<file path="config.mk">
export PLATFORM = sky130hd
export DESIGN_NAME = psq_sequencer
export DESIGN_NICKNAME = d
export VERILOG_FILES = /design/src/rtl/psq_pkg.sv /design/src/rtl/psq_stack.sv /design/src/rtl/psq_cond_unit.sv /design/src/rtl/psq_data_port.sv /design/src/rtl/psq_sequencer.sv
export SDC_FILE = /design/constraint.sdc
export NUM_CORES = 1
export LEC_CHECK = 0
export BUFFER_PORTS_ARGS = -buffer_cell sky130_fd_sc_hd__buf_2
export CAP_MARGIN = 20
export CORE_MARGIN = 4
export CORE_UTILIZATION = 30
export CTS_CLUSTER_DIAMETER = 80
export DETAILED_ROUTE_END_ITERATION = 10
export GPL_TIMING_DRIVEN = 0
export HOLD_SLACK_MARGIN = 0.08
export MAX_ROUTING_LAYER = met4
export SLEW_MARGIN = 40
export SYNTH_ARGS = -nofsm -noshare
export SYNTH_HDL_FRONTEND = slang
export SYNTH_SLANG_ARGS = --single-unit
export TNS_END_PERCENT = 30
</file>
<file path="constraint.sdc">
create_clock -name clk -period 5.75 [get_ports clk]
set_clock_uncertainty 0.15 [all_clocks]
set_input_delay 0.575 -clock clk [delete_from_list [all_inputs] [get_ports clk]]
set_output_delay 0.575 -clock clk [all_outputs]
set_load 0.01 [all_outputs]
</file>
<file path="src/rtl/psq_pkg.sv">
package psq_pkg;

  typedef enum logic [2:0] {
    OP_FIXDEC  = 3'd0,
    OP_VARDEC  = 3'd1,
    OP_CALL    = 3'd2,
    OP_CALC    = 3'd3,
    OP_LOOP    = 3'd4,
    OP_BRANCH  = 3'd5,
    OP_ENDLOOP = 3'd6,
    OP_RETURN  = 3'd7
  } psq_op_e;

  typedef enum logic [1:0] {
    BM_AND   = 2'd0,
    BM_OR    = 2'd1,
    BM_FIRST = 2'd2,
    BM_FIRST2 = 2'd3
  } psq_bmode_e;

  // Combine the two comparator results under the branch mode.
  function automatic logic branch_taken(input logic [1:0] mode, input logic a, input logic b);
    logic t;
    case (psq_bmode_e'(mode))
      BM_AND:  t = a & b;
      BM_OR:   t = a | b;
      default: t = a;
    endcase
    return t;
  endfunction

  // A loop entry repeats while more than one pass remains.
  function automatic logic loop_again(input int unsigned remaining);
    return remaining > 1;
  endfunction

  function automatic logic op_writes_data(input psq_op_e o);
    return (o == OP_FIXDEC) || (o == OP_VARDEC) || (o == OP_CALC);
  endfunction

  function automatic logic op_reads_data(input psq_op_e o);
    return o == OP_CALC;
  endfunction

  function automatic logic op_pushes(input psq_op_e o, input logic taken);
    return (o == OP_CALL) || (o == OP_LOOP) || ((o == OP_BRANCH) && taken);
  endfunction

  function automatic logic op_pops(input psq_op_e o);
    return (o == OP_ENDLOOP) || (o == OP_RETURN);
  endfunction

endpackage

</file>
<file path="src/rtl/psq_stack.sv">
module psq_stack #(
  parameter int DEPTH = 8,
  parameter int AW    = 10,
  parameter int CW    = 8
) (
  input  logic          clk,
  input  logic          rst_n,
  input  logic          push,
  input  logic [AW-1:0] push_addr,
  input  logic [CW-1:0] push_cnt,
  input  logic          pop,
  input  logic          dec_top,
  output logic [AW-1:0] top_addr,
  output logic [CW-1:0] top_cnt,
  output logic          full,
  output logic          empty
);
  localparam int LW = $clog2(DEPTH + 1);
  localparam int IW = (DEPTH > 1) ? $clog2(DEPTH) : 1;

  logic [LW-1:0] sp_q;
  logic [AW-1:0] addr_q [DEPTH];
  logic [CW-1:0] cnt_q  [DEPTH];
  logic [IW-1:0] wr_idx;
  logic [IW-1:0] top_idx;
  logic          do_push;
  logic          do_pop;
  logic          do_dec;

  assign full    = (sp_q == LW'(DEPTH));
  assign empty   = (sp_q == '0);
  assign do_push = push & ~full;
  assign do_pop  = pop & ~empty;
  assign do_dec  = dec_top & ~empty;
  assign wr_idx  = IW'(sp_q);
  assign top_idx = IW'(sp_q - LW'(1));

  assign top_addr = empty ? '0 : addr_q[top_idx];
  assign top_cnt  = empty ? '0 : cnt_q[top_idx];

  always_ff @(posedge clk) begin
    if (!rst_n) begin
      sp_q <= '0;
    end else if (do_push) begin
      sp_q <= sp_q + LW'(1);
    end else if (do_pop) begin
      sp_q <= sp_q - LW'(1);
    end
  end

  for (genvar g = 0; g < DEPTH; g++) begin : g_entry
    logic load_g;
    logic dec_g;
    assign load_g = do_push && (wr_idx == IW'(g));
    assign dec_g  = do_dec && !do_push && (top_idx == IW'(g));
    always_ff @(posedge clk) begin
      if (!rst_n) begin
        addr_q[g] <= '0;
        cnt_q[g]  <= '0;
      end else if (load_g) begin
        addr_q[g] <= push_addr;
        cnt_q[g]  <= push_cnt;
      end else if (dec_g) begin
        cnt_q[g] <= cnt_q[g] - CW'(1);
      end
    end
  end

endmodule

</file>
<file path="src/rtl/psq_cond_unit.sv">
module psq_cond_unit (
  input  logic [1:0] mode,
  input  logic       cond_a,
  input  logic       cond_b,
  output logic       taken
);
  assign taken = psq_pkg::branch_taken(mode, cond_a, cond_b);
endmodule

</file>
<file path="src/rtl/psq_data_port.sv">
module psq_data_port #(
  parameter int DW = 8
) (
  input  logic          active,
  input  logic [2:0]    op,
  input  logic [DW-1:0] operand,
  output logic [DW-1:0] dmem_addr,
  output logic          dmem_we,
  output logic          dmem_re
);
  import psq_pkg::*;

  psq_op_e kind;
  logic    touches;

  assign kind      = psq_op_e'(op);
  assign touches   = active && op_writes_data(kind);
  assign dmem_we   = touches;
  assign dmem_re   = active && op_reads_data(kind);
  assign dmem_addr = touches ? operand : '0;
endmodule

</file>
<file path="src/rtl/psq_sequencer.sv">
module psq_sequencer #(
  parameter int AW    = 10,
  parameter int CW    = 8,
  parameter int DW    = 8,
  parameter int DEPTH = 8
) (
  input  logic          clk,
  input  logic          rst_n,
  input  logic          stall,
  input  logic [2:0]    op,
  input  logic [AW-1:0] target,
  input  logic [CW-1:0] count,
  input  logic [DW-1:0] operand,
  input  logic [1:0]    br_mode,
  input  logic          cond_a,
  input  logic          cond_b,
  output logic [AW-1:0] pc,
  output logic          pmem_re,
  output logic [DW-1:0] dmem_addr,
  output logic          dmem_we,
  output logic          dmem_re,
  output logic          ovf,
  output logic          unf,
  output logic          halted
);
  import psq_pkg::*;

  psq_op_e       kind;
  logic [AW-1:0] pc_q;
  logic [AW-1:0] pc_n;
  logic [AW-1:0] pc_inc;
  logic          ovf_q;
  logic          unf_q;
  logic          active;

  // Named internal events for the checker.
  logic          br_taken;
  logic          stk_push;
  logic          stk_pop;
  logic          stk_dec;
  logic          stk_full;
  logic          stk_empty;
  logic [AW-1:0] stk_top_addr;
  logic [CW-1:0] stk_top_cnt;
  logic [CW-1:0] push_cnt;
  logic          set_ovf;
  logic          set_unf;

  assign kind   = psq_op_e'(op);
  assign halted = ovf_q | unf_q;
  assign active = ~stall & ~halted;
  assign pc_inc = pc_q + AW'(1);

  psq_cond_unit u_cond (
    .mode   (br_mode),
    .cond_a (cond_a),
    .cond_b (cond_b),
    .taken  (br_taken)
  );

  always_comb begin
    pc_n     = pc_q;
    stk_push = 1'b0;
    stk_pop  = 1'b0;
    stk_dec  = 1'b0;
    push_cnt = '0;
    set_ovf  = 1'b0;
    set_unf  = 1'b0;
    if (active) begin
      if (op_pushes(kind, br_taken)) begin
        if (stk_full) begin
          set_ovf = 1'b1;
        end else begin
          stk_push = 1'b1;
          if (kind == OP_LOOP) begin
            push_cnt = count;
            pc_n     = pc_inc;
          end else begin
            pc_n = target;
          end
        end
      end else if (op_pops(kind)) begin
        if (stk_empty) begin
          set_unf = 1'b1;
        end else if (kind == OP_RETURN) begin
          stk_pop = 1'b1;
          pc_n    = stk_top_addr;
        end else if (loop_again(int'(stk_top_cnt))) begin
          stk_dec = 1'b1;
          pc_n    = stk_top_addr;
        end else begin
          stk_pop = 1'b1;
          pc_n    = pc_inc;
        end
      end else begin
        pc_n = pc_inc;
      end
    end
  end

  psq_stack #(
    .DEPTH (DEPTH),
    .AW    (AW),
    .CW    (CW)
  ) u_stack (
    .clk       (clk),
    .rst_n     (rst_n),
    .push      (stk_push),
    .push_addr (pc_inc),
    .push_cnt  (push_cnt),
    .pop       (stk_pop),
    .dec_top   (stk_dec),
    .top_addr  (stk_top_addr),
    .top_cnt   (stk_top_cnt),
    .full      (stk_full),
    .empty     (stk_empty)
  );

  psq_data_port #(
    .DW (DW)
  ) u_data (
    .active    (active),
    .op        (op),
    .operand   (operand),
    .dmem_addr (dmem_addr),
    .dmem_we   (dmem_we),
    .dmem_re   (dmem_re)
  );

  always_ff @(posedge clk) begin
    if (!rst_n) begin
      pc_q  <= '0;
      ovf_q <= 1'b0;
      unf_q <= 1'b0;
    end else begin
      pc_q  <= pc_n;
      ovf_q <= ovf_q | set_ovf;
      unf_q <= unf_q | set_unf;
    end
  end

  assign pc      = pc_q;
  assign pmem_re = ~halted;
  assign ovf     = ovf_q;
  assign unf     = unf_q;

endmodule

</file>
=== Word-level counts from Yosys, hierarchy flattened ===
Memories as Yosys holds them, arrays and structs flattened.
Index checks and enable logic that the tools add are counted.

* Bits in registers: 16
* Bits in writable memories: 144
* Bits of input ports: 36
* Output and inout port bits: 24
* Word-level logic and storage cells: 232
* Memories kept: 2

* Add/subtract/negate cells: 11
* Magnitude comparators: 1
* Equal/unequal tests: 25
* Mux-type cells: 119
* Bitwise gates (word level): 37
* Reductions and logical operators: 33

{| class="wikitable"
|+ Memories
! memory !! words !! bits a word !! rd ports !! clocked after Yosys merged registers in !! wr ports !! line !! RTL
|-
| u_stack.addr_q || 8 || 10 || 1 || 0 || 8 || psq_stack.sv:22 || <nowiki>logic [AW-1:0] addr_q [DEPTH];</nowiki>
|-
| u_stack.cnt_q || 8 || 8 || 9 || 0 || 8 || psq_stack.sv:23 || <nowiki>logic [CW-1:0] cnt_q [DEPTH];</nowiki>
|}

{| class="wikitable"
|+ Operator list
! kind !! number
|-
| $mux W8 || 22
|-
| $mux W10 || 15
|-
| $mux W1 || 79
|-
| $sub A8 B1 Y8 const B || 8
|-
| $eq A3 B3 Y1 const B || 12
|-
| $or A1 B1 Y1 || 28
|-
| $logic_and A1 B1 Y1 || 20
|-
| $eq A3 B2 Y1 const B || 6
|-
| $add A10 B1 Y10 const B || 1
|-
| $eq A3 B1 Y1 const B || 3
|-
| $logic_not A3 Y1 || 3
|-
| $gt A8 B1 Y1 const B || 1
|-
| $mux W4 || 2
|-
| $and A1 B1 Y1 || 5
|-
| $logic_or A1 B1 Y1 || 5
|-
| $add A4 B1 Y4 const B || 1
|-
| $eq A4 B4 Y1 const B || 1
|-
| $logic_not A4 Y1 || 1
|-
| $not A1 Y1 || 4
|-
| $sub A4 B1 Y4 const B || 1
|-
| $ne A3 B3 Y1 const B || 1
|-
| $reduce_and A3 Y1 || 1
|-
| $eq A2 B1 Y1 const B || 1
|-
| $logic_not A2 Y1 || 1
|-
| other kinds (4) || 4
|}

=== Longest topological paths before layout ===
An unclocked memory read counts as a cell.

* Word-level depth: 18
* Depth in mapped cells: 10
* Mapped depth without buffers: 8

=== Cells and area by module ===
A second synthesis with hierarchy kept.

* Cells, all modules: 810
* Area, all modules: 9,236.4 um^2

{| class="wikitable"
|+ By module, submodules not included
! module !! instances !! cells each !! area each (um^2) !! seq. area each (um^2)
|-
| psq_stack || 1 || 651 || 8,026.4 || 4,404.2
|-
| psq_sequencer || 1 || 140 || 1,036.0 || 240.2
|-
| psq_data_port || 1 || 15 || 153.9 || 0.0
|-
| psq_cond_unit || 1 || 4 || 20.0 || 0.0
|}

=== Worst setup path after synthesis ===
No wires, ideal clock.

* Path kind: in2reg
* Start point: in op[1]
* End point: mem u_stack.cnt_q[0][0] (enable)
* Setup time: 335 ps
* Arrival: 2,564 ps
* Data required time: 5,265 ps
* Slack: 2,701 ps
* Cell stages on the path: 7
* Path buffers: 2
* Path through: buf_2 -> and3b_1 -> o221a_2 -> buf_2 -> o21ai_1 -> o21ai_0 -> nand2b_1

{| class="wikitable"
|+ RTL lines
! what !! line !! RTL
|-
| start: declaration || psq_sequencer.sv:10 || <nowiki>input logic [2:0] op,</nowiki>
|-
| end: declaration || psq_stack.sv:23 ||
|}

==> impl_metrics.json <==
{
  "run_status": "finished, final reports clean",
  "worstSetupEndpointType": "register",
  "finalInstanceArea_mm2": 0.0102,
  "cp_data_required_time_ps": 5680,
  "most-common-layout-cells": "144 x edfxtp_1, 123 x nor2_1, 70 x buf_2",
  "timing.slew.headroom": 0.456,
  "rsz0062_at_grt": "false",
  "syn-mean-instance-area_um2": 10.9,
  "fp.dieH_um": 179,
  "area_growth_pct": 16.1,
  "hold-path-cell-count": 3,
  "max_cap_violations": 0,
  "timing_worst_slew_pin_value_ps": 817,
  "synth.yosys.seq_area_share": 0.529,
  "num-fill-cells": 2856,
  "routed-via-count": 6987,
  "synth_top_cells_by_area": "edfxtp_1 49%, nor2_1 5.3%, mux4_2 5.1%",
  "placeableCoreArea_mm2": 0.0288,
  "cts_made_buffers": 17,
  "power_per_cell_area_mw_per_mm2": 327,
  "antenna_violating_nets_post_route": 0,
  "worst_hold_path_type": "in2reg",
  "worst-endpoint-arrival_ps": 4150,
  "hold_ws_ps": 298,
  "yosys_warnings": 0,
  "path_clk_slew_ps": 70,
  "max_clock_freq_ghz": 0.237,
  "setup_viol": 0,
  "globalRouteOverflowTotal": 0,
  "wire_length_of_the_first_global_routing_pass_mm": 38.8,
  "library_cell_occupying_the_most_area_in_the_post_synthesis_netlist": "edfxtp_1",
  "finalNonFillerCells": 1280,
  "post_dp_cell_area_mm2": 0.00959,
  "timing.final.ws_setup_ps": 1530,
  "cts.path.max_buffers": 2,
  "dr.first_iter.drc_count": 632,
  "cts_hold_buf": 0,
  "drt-pass1-iter-count": 5,
  "fin_nets": 936,
  "static-leakage-power_nw": 3.46,
  "cts_resized": 0,
  "fin_crit_ps": 4220,
  "synth_edf_count": 144,
  "final_layout_size_suffix_gt1_frac": 0.152,
  "synthDistinctLibCells": 62,
  "io_pins": 60,
  "routed_wirelength_mm": 25.0,
  "drc_errors": 0,
  "antenna_cells_inserted": 0,
  "post-synth-top-area-fraction": 0.493,
  "place_ws_ps": 1590,
  "routedWlPerCell_um": 19.5,
  "design.die.area_mm2": 0.0321,
  "report.final.slew_viol_count": 0,
  "start_util": 0.305,
  "port_buffers": 58,
  "h-tree-depth": 4,
  "path_max_fanout": 10,
  "cts_setup_buffers": 0,
  "vias_in_the_first_global_route": 6791,
  "cts_root_buf": "clkbuf_16",
  "ys.flop_type": "edfxtp_1",
  "floorplan.rows": 62,
  "cts_sinks": 160,
  "synthArstFlopShare": 0,
  "count_of_state_elements_after_synthesis": 160,
  "clk_latency_ps": 430,
  "criticalPathCategory": "reg2reg",
  "most_common_cell_after_layout_fill_and_taps_aside": "edfxtp_1",
  "min_period_over_period": 0.733,
  "die_width_um": 179,
  "cts_tree": "yes",
  "syn-instance-count": 805,
  "critPathLaunchType": "register",
  "number_of_cell_instances_on_the_worst_register_to_register_path": 10,
  "hpwl_mm": 17.7,
  "syn-num-nets": 858,
  "setup_tns_ps": 0,
  "syn_area_mm2": 0.00877,
  "gr_util_all_layers": 0.163,
  "detail_route.vias_per_cell": 5.46,
  "peakVddDrop_mv": 0.249,
  "grt_max_degree": 19,
  "timing_hold_violations_final": 0,
  "initial_antenna_violation_count": 0,
  "placed_cells": 1248,
  "gp_congestion": 0.870
}
## logic make-up after synthesis
kind of cell / after synthesis / synth area share
adders and majority gates: 17 / 0.0242
muxes: 29 / 0.0616
AOI/OAI and AO/OA: 160 / 0.125
xor gates and xnor gates: 58 / 0.0587
and+or+nand+nor: 313 / 0.169
DFF: 160 / 0.529
buffers and inverters: 68 / 0.0317
## cell type report
cell class / count / area (um2) / share of cell area
sequential: 160 / 4640 / 0.456
multi-input combinational: 577 / 3900 / 0.383
tap: 384 / 480 / 0.0472
clock buffer: 17 / 425 / 0.0418
timing repair buffer: 59 / 298 / 0.0292
buffer: 43 / 184 / 0.0181
clock inverter: 15 / 163 / 0.0160
inverter: 25 / 93.8 / 0.00921
## through the flow
stage                     total power [mW]   util
final                                 3.33  0.354
after global routing                  3.47  0.354
after CTS                             3.35  0.354
after detailed placement              2.23  0.333
after global placement                2.21  0.332
after floorplan                       1.95      -
## per-layer routing
metal,global-route usage,part of all wire,vias up
met5,-,0,-
met1,0.222,0.44,3473
met3,0.0270,0.069,30
met2,0.251,0.48,270
met4,0.0505,0.018,0
li1,-,-,3214
## registers in the layout (all words and copies together) (netlist names)
signal          count
u_stack.sp_q        4
ovf                 1
u_stack.addr_q     80
unf                 1
pc                 10
u_stack.cnt_q      64
## cell usage after synthesis, types with 5 or more instances
cell type	instances
a21oi_1	9
buf_2	12
nand2_1	61
o32ai_1	6
a21o_1	6
dfxtp_1	16
o21ai_0	19
clkbuf_1	26
a221oi_1	8
o211ai_1	8
nor2_1	123
nor3_1	20
xor2_1	15
nand4_1	13
edfxtp_1	144
o22ai_1	64
nand2b_1	5
and2_1	17
a31oi_1	6
inv_1	25
mux4_2	20
ha_1	17
or3_1	8
nor3b_1	10
nand3_1	21
xnor2_1	42
nor4_1	16
mux2i_1	9
## critical path, cell delays in order (launching register included)
cell and delay [ps]:
dfxtp_1 460, inv_1 210, ha_1 320, buf_2 230, buf_2 360, mux2i_1 380, o32ai_2 210, a211oi_1 340
buf_6 200, nand4_1 440, nand2b_1 550
## final timing paths
| path | startpoint | endpoint | slack, ps |
|---|---|---|---|
| worst min-delay path | target[6] | pc[6]$_SDFFE_PN0P_ | 300 |
| worst max register to register | u_stack.sp_q[0]$_SDFFE_PN0P_ | u_stack.cnt_q[0][3]$_DFFE_PP_ | 1530 |
| worst min register to register | unf$_SDFF_PN0_ | unf$_SDFF_PN0_ | 370 |
| worst max-delay path | u_stack.sp_q[0]$_SDFFE_PN0P_ | u_stack.cnt_q[0][3]$_DFFE_PP_ | 1530 |
## power by group
part	switching, mW	internal [mW]	total (mW)	leakage (nW)
clock	0.544	0.582	1.13	0.279
sequential	0.0600	1.33	1.39	1.62
combinational	0.523	0.292	0.815	1.56
total	1.13	2.21	3.33	3.46
Power figures use the tool's default switching activity.
